File: config.mk
export PLATFORM = sky130hd
export DESIGN_NAME = pcm_port
export DESIGN_NICKNAME = d
export VERILOG_FILES = /design/src/rtl/pcm_port_pkg.sv /design/src/rtl/pcm_edge_sync.sv /design/src/rtl/pcm_pd_detect.sv /design/src/rtl/pcm_tx.sv /design/src/rtl/pcm_rx.sv /design/src/rtl/pcm_port.sv
export SDC_FILE = /design/constraint.sdc
export NUM_CORES = 1
export LEC_CHECK = 0
export BUFFER_PORTS_ARGS = -buffer_cell sky130_fd_sc_hd__buf_2
export CAP_MARGIN = 5
export CORE_MARGIN = 5
export CORE_UTILIZATION = 50
export DETAILED_ROUTE_END_ITERATION = 6
export PLACE_DENSITY = 0.69
export REMOVE_ABC_BUFFERS = 1
export SLEW_MARGIN = 20
export SYNTH_ARGS = -nofsm -noshare
export SYNTH_HDL_FRONTEND = slang
export SYNTH_SLANG_ARGS = --single-unit
File: constraint.sdc
create_clock -name clk -period 4.37 [get_ports clk]
set_input_delay 0.437 -clock clk [delete_from_list [all_inputs] [get_ports clk]]
set_output_delay 0.437 -clock clk [all_outputs]
set_load 0.02 [all_outputs]
File: src/rtl/pcm_port_pkg.sv
package pcm_port_pkg;

   typedef enum logic {
      FS_SHORT = 1'b0,
      FS_LONG  = 1'b1
   } fs_fmt_e;

   typedef struct packed {
      logic level;
      logic rise;
      logic fall;
   } edge_t;

endpackage

File: src/rtl/pcm_edge_sync.sv
module pcm_edge_sync
   import pcm_port_pkg::*;
#(
   parameter int STAGES = 2
) (
   input  logic  clk,
   input  logic  rst_n,
   input  logic  din,
   output edge_t ev
);
   generate
      if (STAGES < 2) begin : g_bad_stages
         $error("pcm_edge_sync: STAGES must be at least 2");
      end
   endgenerate

   logic [STAGES:0] pipe;

   always_ff @(posedge clk or negedge rst_n) begin
      if (!rst_n) pipe <= '0;
      else        pipe <= {pipe[STAGES-1:0], din};
   end

   assign ev.level = pipe[STAGES-1];
   assign ev.rise  = pipe[STAGES-1] & ~pipe[STAGES];
   assign ev.fall  = ~pipe[STAGES-1] & pipe[STAGES];
endmodule

File: src/rtl/pcm_pd_detect.sv
module pcm_pd_detect #(
   parameter int HOLD = 4096
) (
   input  logic clk,
   input  logic rst_n,
   input  logic lvl,
   output logic pd
);
   generate
      if (HOLD < 1) begin : g_bad_hold
         $error("pcm_pd_detect: HOLD must be positive");
      end
   endgenerate

   localparam int CW = $clog2(HOLD + 1);
   localparam logic [CW-1:0] LIM = CW'(HOLD);

   logic [CW-1:0] cnt;

   always_ff @(posedge clk or negedge rst_n) begin
      if (!rst_n) begin
         cnt <= '0;
         pd  <= 1'b0;
      end else if (!lvl) begin
         cnt <= '0;
         pd  <= 1'b0;
      end else if (cnt == LIM) begin
         pd  <= 1'b1;
      end else begin
         cnt <= cnt + 1'b1;
      end
   end

   a_r10_pd_needs_level: assert property (@(posedge clk) disable iff (!rst_n)
      pd |-> $past(lvl));
endmodule

File: src/rtl/pcm_tx.sv
module pcm_tx
   import pcm_port_pkg::*;
#(
   parameter int W = 8
) (
   input  logic         clk,
   input  logic         rst_n,
   input  edge_t        bck,
   input  edge_t        fs,
   input  fs_fmt_e      fmt,
   input  logic         abort,
   input  logic [W-1:0] word,
   output logic         dx,
   output logic         dx_en,
   output logic         busy
);
   localparam int CW = $clog2(W + 1);
   localparam logic [CW-1:0] LAST = CW'(W);

   typedef enum logic [1:0] {T_IDLE, T_PEND, T_SHIFT} tx_st_e;

   tx_st_e        st;
   logic [W-1:0]  sh;
   logic [CW-1:0] cnt;
   logic          armed;
   logic          en;

   always_ff @(posedge clk or negedge rst_n) begin
      if (!rst_n) begin
         st    <= T_IDLE;
         sh    <= '0;
         cnt   <= '0;
         armed <= 1'b0;
         en    <= 1'b0;
      end else if (abort) begin
         st    <= T_IDLE;
         armed <= 1'b0;
         en    <= 1'b0;
      end else begin
         case (st)
            T_IDLE: begin
               if (!fs.level) armed <= 1'b1;
               if (fmt == FS_SHORT) begin
                  if (bck.fall && fs.level) begin
                     sh <= word;
                     st <= T_PEND;
                  end
               end else if (armed && fs.level && bck.level) begin
                  sh    <= word;
                  en    <= 1'b1;
                  cnt   <= CW'(1);
                  armed <= 1'b0;
                  st    <= T_SHIFT;
               end
            end
            T_PEND: begin
               if (bck.rise) begin
                  en  <= 1'b1;
                  cnt <= CW'(1);
                  st  <= T_SHIFT;
               end
            end
            T_SHIFT: begin
               if (bck.rise && cnt != LAST) begin
                  sh  <= {sh[W-2:0], 1'b0};
                  cnt <= cnt + 1'b1;
               end else if (bck.fall && cnt == LAST) begin
                  en <= 1'b0;
                  st <= T_IDLE;
               end
            end
            default: st <= T_IDLE;
         endcase
      end
   end

   assign dx    = en & sh[W-1];
   assign dx_en = en;
   assign busy  = (st != T_IDLE);

   a_r4_dx_moves_on_rise: assert property (@(posedge clk) disable iff (!rst_n)
      (dx_en && $past(dx_en) && !$past(bck.rise) && !$past(abort)) |-> $stable(dx));

   a_r5_release_after_fall: assert property (@(posedge clk) disable iff (!rst_n)
      $fell(dx_en) |-> ($past(bck.fall) || $past(abort)));
endmodule

File: src/rtl/pcm_rx.sv
module pcm_rx
   import pcm_port_pkg::*;
#(
   parameter int W = 8
) (
   input  logic         clk,
   input  logic         rst_n,
   input  edge_t        bck,
   input  edge_t        fs,
   input  edge_t        din,
   input  fs_fmt_e      fmt,
   input  logic         abort,
   output logic [W-1:0] word,
   output logic         valid,
   output logic         busy
);
   localparam int CW = $clog2(W + 1);
   localparam logic [CW-1:0] LASTI = CW'(W - 1);

   typedef enum logic {R_IDLE, R_CAPT} rx_st_e;

   rx_st_e        st;
   logic [W-1:0]  sh;
   logic [CW-1:0] cnt;
   logic          armed;

   always_ff @(posedge clk or negedge rst_n) begin
      if (!rst_n) begin
         st    <= R_IDLE;
         sh    <= '0;
         cnt   <= '0;
         armed <= 1'b0;
         word  <= '0;
         valid <= 1'b0;
      end else begin
         valid <= 1'b0;
         if (abort) begin
            st    <= R_IDLE;
            armed <= 1'b0;
         end else begin
            case (st)
               R_IDLE: begin
                  if (!fs.level) armed <= 1'b1;
                  if (fmt == FS_SHORT) begin
                     if (bck.fall && fs.level) begin
                        cnt <= '0;
                        st  <= R_CAPT;
                     end
                  end else if (armed && fs.level && bck.level) begin
                     cnt   <= '0;
                     armed <= 1'b0;
                     st    <= R_CAPT;
                  end
               end
               R_CAPT: begin
                  if (bck.fall) begin
                     sh  <= {sh[W-2:0], din.level};
                     cnt <= cnt + 1'b1;
                     if (cnt == LASTI) begin
                        word  <= {sh[W-2:0], din.level};
                        valid <= 1'b1;
                        st    <= R_IDLE;
                     end
                  end
               end
               default: st <= R_IDLE;
            endcase
         end
      end
   end

   assign busy = (st != R_IDLE);

   a_r7_valid_single: assert property (@(posedge clk) disable iff (!rst_n)
      valid |=> !valid);

   a_r6_capture_on_fall: assert property (@(posedge clk) disable iff (!rst_n)
      valid |-> $past(bck.fall));
endmodule

File: src/rtl/pcm_port.sv
module pcm_port
   import pcm_port_pkg::*;
#(
   parameter int W           = 8,
   parameter int SYNC_STAGES = 2,
   parameter int PD_HOLD     = 4096
) (
   input  logic         clk,
   input  logic         rst_n,
   input  logic         bclk,
   input  logic         fsx,
   input  logic         fsr,
   input  logic         dr,
   input  logic         mclkr_pd,
   input  logic         long_mode,
   input  logic [W-1:0] tx_word,
   output logic         dx,
   output logic         dx_en,
   output logic         tsx_n,
   output logic [W-1:0] rx_word,
   output logic         rx_valid
);
   generate
      if (W < 2) begin : g_bad_width
         $error("pcm_port: W must be at least 2");
      end
   endgenerate

   localparam int NSIG   = 5;
   localparam int S_BCLK = 0;
   localparam int S_FSX  = 1;
   localparam int S_FSR  = 2;
   localparam int S_DR   = 3;
   localparam int S_PD   = 4;

   logic [NSIG-1:0] raw;
   edge_t           ev [NSIG];

   assign raw = {mclkr_pd, dr, fsr, fsx, bclk};

   generate
      for (genvar g = 0; g < NSIG; g++) begin : g_sync
         pcm_edge_sync #(.STAGES(SYNC_STAGES)) u_sync (
            .clk  (clk),
            .rst_n(rst_n),
            .din  (raw[g]),
            .ev   (ev[g])
         );
      end
   endgenerate

   logic    pd;
   logic    tx_busy, rx_busy;
   fs_fmt_e mode_q;

   pcm_pd_detect #(.HOLD(PD_HOLD)) u_pd (
      .clk  (clk),
      .rst_n(rst_n),
      .lvl  (ev[S_PD].level),
      .pd   (pd)
   );

   always_ff @(posedge clk or negedge rst_n) begin
      if (!rst_n)                  mode_q <= FS_SHORT;
      else if (!tx_busy && !rx_busy) mode_q <= long_mode ? FS_LONG : FS_SHORT;
   end

   pcm_tx #(.W(W)) u_tx (
      .clk  (clk),
      .rst_n(rst_n),
      .bck  (ev[S_BCLK]),
      .fs   (ev[S_FSX]),
      .fmt  (mode_q),
      .abort(pd),
      .word (tx_word),
      .dx   (dx),
      .dx_en(dx_en),
      .busy (tx_busy)
   );

   pcm_rx #(.W(W)) u_rx (
      .clk  (clk),
      .rst_n(rst_n),
      .bck  (ev[S_BCLK]),
      .fs   (ev[S_FSR]),
      .din  (ev[S_DR]),
      .fmt  (mode_q),
      .abort(pd),
      .word (rx_word),
      .valid(rx_valid),
      .busy (rx_busy)
   );

   assign tsx_n = ~dx_en;

   a_r10_pd_quiet: assert property (@(posedge clk) disable iff (!rst_n)
      pd |=> (!dx_en && !rx_valid));

   a_r9_mode_held_in_slot: assert property (@(posedge clk) disable iff (!rst_n)
      ($past(tx_busy) && tx_busy) |-> $stable(mode_q));
endmodule

Word-level counts from Yosys, hierarchy flattened. Cells that the tools add are included.

Add/subtract/negate cells: 3. Multiply operators: 0. Divide/modulo/power cells: 0. Order comparisons: 0. Equal/unequal tests: 25. Shifts and indexed selects: 0. Muxes and demuxes: 56. Bitwise operators: 8. Reductions and logical operators: 24.

Operators with widths (number): $mux W4 (8); $mux W8 (4); $mux W1 (29); $mux W13 (2); $ne A3 B2 Y1 const B (7); $pmux W8 S2 (1); $mux W2 (7); $add A13 B1 Y13 const B (1); $eq A13 B13 Y1 const B (1); $pmux W4 S3 (1); $reduce_and A6 Y1 (2); $ne A2 B1 Y1 const B (5); $reduce_and A5 Y1 (2); $logic_and A1 B1 Y1 (9); $add A4 B1 Y4 const B (2); $ne A4 B3 Y1 const B (2); $pmux W4 S2 (1); $reduce_and A4 Y1 (2); $ne A2 B2 Y1 const B (3); $ne A3 B3 Y1 const B (2); $pmux W2 S3 (1); $reduce_bool A2 Y1 (3); $not A1 Y1 (5); $eq A4 B3 Y1 const B (1); other kinds (12) (15).

Flip-flop bits (word level): 64. Latch bits: 0. Bits in writable memories: 0. Bits in read-only memories: 0. Input port bits: 16. Output and inout port bits: 12. Memories kept: 0.

Logic depth before layout (Yosys ltp).
Depth in word-level cells: 7. Mapped depth: 7. Mapped depth without buffers: 6.

Cells and area by module. Synthesis repeated with hierarchy kept, for this count alone.

Cells, all modules: 271. Area, all modules: 3186.8 um^2.

Modules (own cells, without submodules): pcm_tx (times used 1, cells each 91, area each 1009.7 um^2, seq. area each 400.4 um^2); pcm_rx (times used 1, cells each 69, area each 904.6 um^2, seq. area each 550.5 um^2); pcm_pd_detect (times used 1, cells each 77, area each 740.7 um^2, seq. area each 350.3 um^2); pcm_edge_sync (times used 5, cells each 6, area each 97.6 um^2, seq. area each 75.1 um^2); pcm_port (times used 1, cells each 4, area each 43.8 um^2, seq. area each 25.0 um^2).

Worst setup path before layout. No wires, ideal clock.

Kind: register -> register. Start: register u_tx.st[0]. End: register u_tx.sh[0]. Arrival: 1.895 ns. Required time: 4.245 ns. Slack: 2.350 ns. Stages on the path, launching flop included: 8. Period minus slack after synthesis: 2.020 ns. Cell sequence: dfrtp_1 inv_1 ha_1 nor2_1 a311o_1 or3b_1 buf_6 mux2_4.

Longest elaborated chain between the ends: 3.

Ends and longest elaborated chain: start: declaration (line pcm_tx.sv:22) `tx_st_e st;`; start signal: assignment (line pcm_tx.sv:30) `st <= T_IDLE;`; start signal: assignment (line pcm_tx.sv:36) `st <= T_IDLE;`; start signal: assignment (line pcm_tx.sv:46) `st <= T_PEND;`; $eq A2 B2 Y1 / $logic_not A2 Y1 (equally long branches) (line pcm_tx.sv:40) `case (st)`; $ne A2 B1 Y1 (no line), or another cell as far along; $reduce_and A5 Y1 (no line); end signal: assignment (line pcm_tx.sv:45) `sh <= word;`; end signal: assignment (line pcm_tx.sv:49) `sh <= word;`; end signal: assignment (line pcm_tx.sv:65) `sh <= {sh[W-2:0], 1'b0};`; end: declaration (line pcm_tx.sv:23) `logic [W-1:0] sh;`.

Several ways; a longest one is shown, not always the timed one. A chain may end at the register's enable or synchronous reset.

Worst setup path after layout.
Start: register u_tx.st[0]. End: register u_tx.sh[5].

The elaborated chain is that of the path after synthesis.

==> key figures <==
Timing
  • Period minus WS final: 2.31 ns
  • Final setup vio count: 0
  • Post-route setup TNS: 0 ns
  • Unrepaired setup endpoints after global routing: false
  • Clock skew: approximately 0.012 ns
  • Max Fclk: ~430 MHz
  • Least-Margin Pin Slew: 0.654 ns
  • Hold Vio Cnt, Final: 0
  • Worst rel slew slack: 0.561
  • Final Slew Violations: 0
  • Period Utilization, post-route: 0.530

Logic synthesis
  • Number of synthesized flops with an enable pin: 0
  • Distinct cell type count after synthesis: 45
  • Flip-flop and latch count after synthesis: 64
  • Ys Warns: 0
  • Sequential share of the synthesized area: 0.529
  • Synth area leaders: dfrtp_1 (53%), mux2_2 (9.7%), ha_1 (4.5%)
  • Largest area contributor in the netlist: dfrtp_1
  • Synth Instances: 249
  • Top_reg_cell synth: dfrtp_1
  • Share of the synthesized area in the top cell type: 0.529
  • Syn_area_per_cell: approximately 12 µm²
  • Asr flop ratio synth: 1.00
  • Syn Std Cell Area: a little over 3000 µm²

Clock tree
  • Cts bufs inserted: 9
  • CTS tree: yes
  • Max Buffers Root-to-Sink: 2
  • CTS sink cnt: 64
  • Root buf cell: clkbuf_8
  • Worst-skew pair later-pin latency: ~0.34 ns
  • Hold_buf cts: 0
  • Reg clk slew, reported paths: about 0.08 ns
  • H-tree depth: 3
  • Postcts setup bufs: 0
  • CTS resizes: 0

Place
  • Placed Area: 3240 µm²
  • RePlAce Congestion: 0.878
  • DP Wirelength: approximately 3.6 mm
  • IO Port Bufs: 27

Global routing
  • Vias in the first global route: ~1900
  • Tot GR Track Use: 0.152
  • Largest net degree at the start of global routing: 45
  • Total grt overflow: 0
  • Global-route wire length before repair: between 8 and 9 mm
  • Initial antenna violation count: 0

Cells and area
  • Design Area, Final: approximately 3500 µm²
  • Most common cell after layout, fill and taps aside: dfrtp_1
  • Most frequent cells in the layout: dfrtp_1 (64), buf_2 (27), mux2_2 (26)
  • Share of layout cells above drive strength 1: 0.293
  • Area Growth Syn to Fin: 14.2%
  • NumNets Final: 310
  • Antenna cell count: 0

Floorplanning
  • Die footprint: a little under 8000 µm²
  • Die width: approximately 88 µm
  • FP Rows: 28
  • IO Pins: 28
  • Core ar.: just under 6000 µm²
  • Die height: ~88 µm
  • Initial core utilization: 0.511

Power and ir drop
  • Logic pwr share: 0.339
  • Sw Ratio: 0.314
  • Pwr per Cell Area: around 620 nW/µm²
  • Switching power: slightly below 700 µW
  • Share of power burned in registers: 0.400
  • Internal: 1480 µW
  • P_leak: about 0.0017 µW
  • Clk pwr share: 0.261
  • Peak VDD IR: 0.279 mV

Critical path
  • Worst setup EP type: register
  • CP max-delay cell: or3b_1
  • WP buf/inv: 1
  • Crit-path cells: inv_1 > ha_1 > nor2b_1 > a21boi_1 > or3b_1 > mux2_4
  • Required arrival time at the worst endpoint: ~4.6 ns
  • Setup Crit Path Kind: reg -> reg
  • Critical Path AT: between 2 and 3 ns
  • Crit path launch type: register
  • Delay-heaviest family, CP: simple AND/OR/NAND/NOR gates
  • Max incr delay on CP: about 0.45 ns
  • Crit path max fanout: 8

Drt
  • DRT Pass-1 Iters: 4
  • Vias: around 1900
  • Vias per std cell: between 5 and 6
  • DRC viols: 0
  • Final wirelength: a little over 5 mm
  • 1st-iter DRT viols: 63
  • ANT nets after route: 0
  • Routed WL per cell: between 10 and 15 µm

Job
  • MaxCap Viol Count: 0

Outcome
  • Status: complete, no violations

Worst hold path
  • Worst hold path class: in -> async
[cells in the mapped netlist, types with 3 or more instances]
cell type	number
dfrtp_1	64
mux2_2	26
inv_1	13
nand2_1	13
nor2_1	12
ha_1	11
and2_1	10
nand3_1	10
mux2_4	8
xnor2_1	6
mux2i_1	5
nor2b_1	5
a21boi_0	4
a21oi_1	4
clkbuf_1	4
nor3_1	4
o21ai_0	4
xor2_1	4
nand2b_1	3
nand3b_1	3
or3_1	3
[cell type report]
class	count	area, µm²
clock buffer	11	141
clock inverter	4	77.6
fill	494	2460
inverter	13	48.8
multi-input combinational	167	1350
sequential	64	1600
tap	75	93.8
timing repair buffer	28	143
[worst register-to-register path, stage by stage (launching register included)]
cell and delay, ns:
dfrtp_1 0.42, inv_1 0.14, ha_1 0.27, nor2b_1 0.33, a21boi_1 0.26, or3b_1 0.45
mux2_4 0.35
[metrics by stage]
stage	instances	hold WS, ns	util	setup WS (ns)	power [µW]
2_1_floorplan	244	0.141	-	2.26	1430
3_3_place_gp	347	0.333	0.547	2.14	1580
3_5_place_dp	347	0.338	0.547	2.03	1610
4_1_cts	362	0.0450	0.584	2.02	2180
5_1_grt	362	0.0664	0.584	1.89	2300
6_report	362	0.0373	0.584	2.06	2150
[metal layers]
metal	vias to the layer above	wire (µm)	GRT usage
met2	25	2320	0.215
li1	937	-	-
met3	10	161	0.0367
met5	-	0	0
met1	941	2510	0.216
met4	0	128	0.0795
[power by group through the flow]
stage / Sequential [µW] / Clock (µW) / Combinational [µW]
6_report: 862 / 563 / 730
5_1_grt: 887 / 607 / 806
4_1_cts: 862 / 575 / 739
3_5_place_dp: 874 / 0 / 732
3_3_place_gp: 866 / 0 / 713
2_1_floorplan: 874 / 0 / 555
[logic make-up (layout without fill, tap and decap cells)]
| group | after synthesis | after routing | synth area share |
|---|---|---|---|
| xor+xnor | 10 | 10 | 0.0289 |
| simple gates | 79 | 79 | 0.148 |
| buf+inv | 18 | 56 | 0.0248 |
| flops | 64 | 64 | 0.529 |
| compound gates | 28 | 28 | 0.0711 |
| fa+ha+maj | 11 | 11 | 0.0455 |
| mux | 39 | 39 | 0.153 |
[sequential cells by signal (all words and copies together), names as in the netlist]
| signal | cells |
|---|---|
| g_sync.u_sync.pipe | 11 |
| mode_q | 1 |
| u_pd.cnt | 13 |
| u_pd.pd | 1 |
| u_rx.armed | 1 |
| u_rx.busy | 1 |
| u_rx.cnt | 4 |
| u_rx.sh | 7 |
| u_rx.valid | 1 |
| u_rx.word | 8 |
| u_tx.armed | 1 |
| u_tx.cnt | 4 |
| u_tx.dx_en | 1 |
| u_tx.sh | 8 |
| u_tx.st | 2 |
[final timing paths]
kind / end / slack (ns) / from / depth (start not counted)
worst max register to register: u_tx.sh[5] / 2.06 / u_tx.st[0] / 6
min in group clk: g_sync[4].u_sync.pipe[0] / 0.20 / mclkr_pd / 1
worst min-delay path: u_tx.sh[3] / 0.04 / rst_n / 1
worst max-delay path: u_tx.sh[5] / 2.06 / u_tx.st[0] / 6
max in group asynchronous: u_pd.cnt[9] / 3.42 / rst_n / 2
worst min register to register: g_sync[3].u_sync.pipe[1] / 0.35 / g_sync[3].u_sync.pipe[0] / 0
No activity file was read; power rests on OpenSTA's default activity.
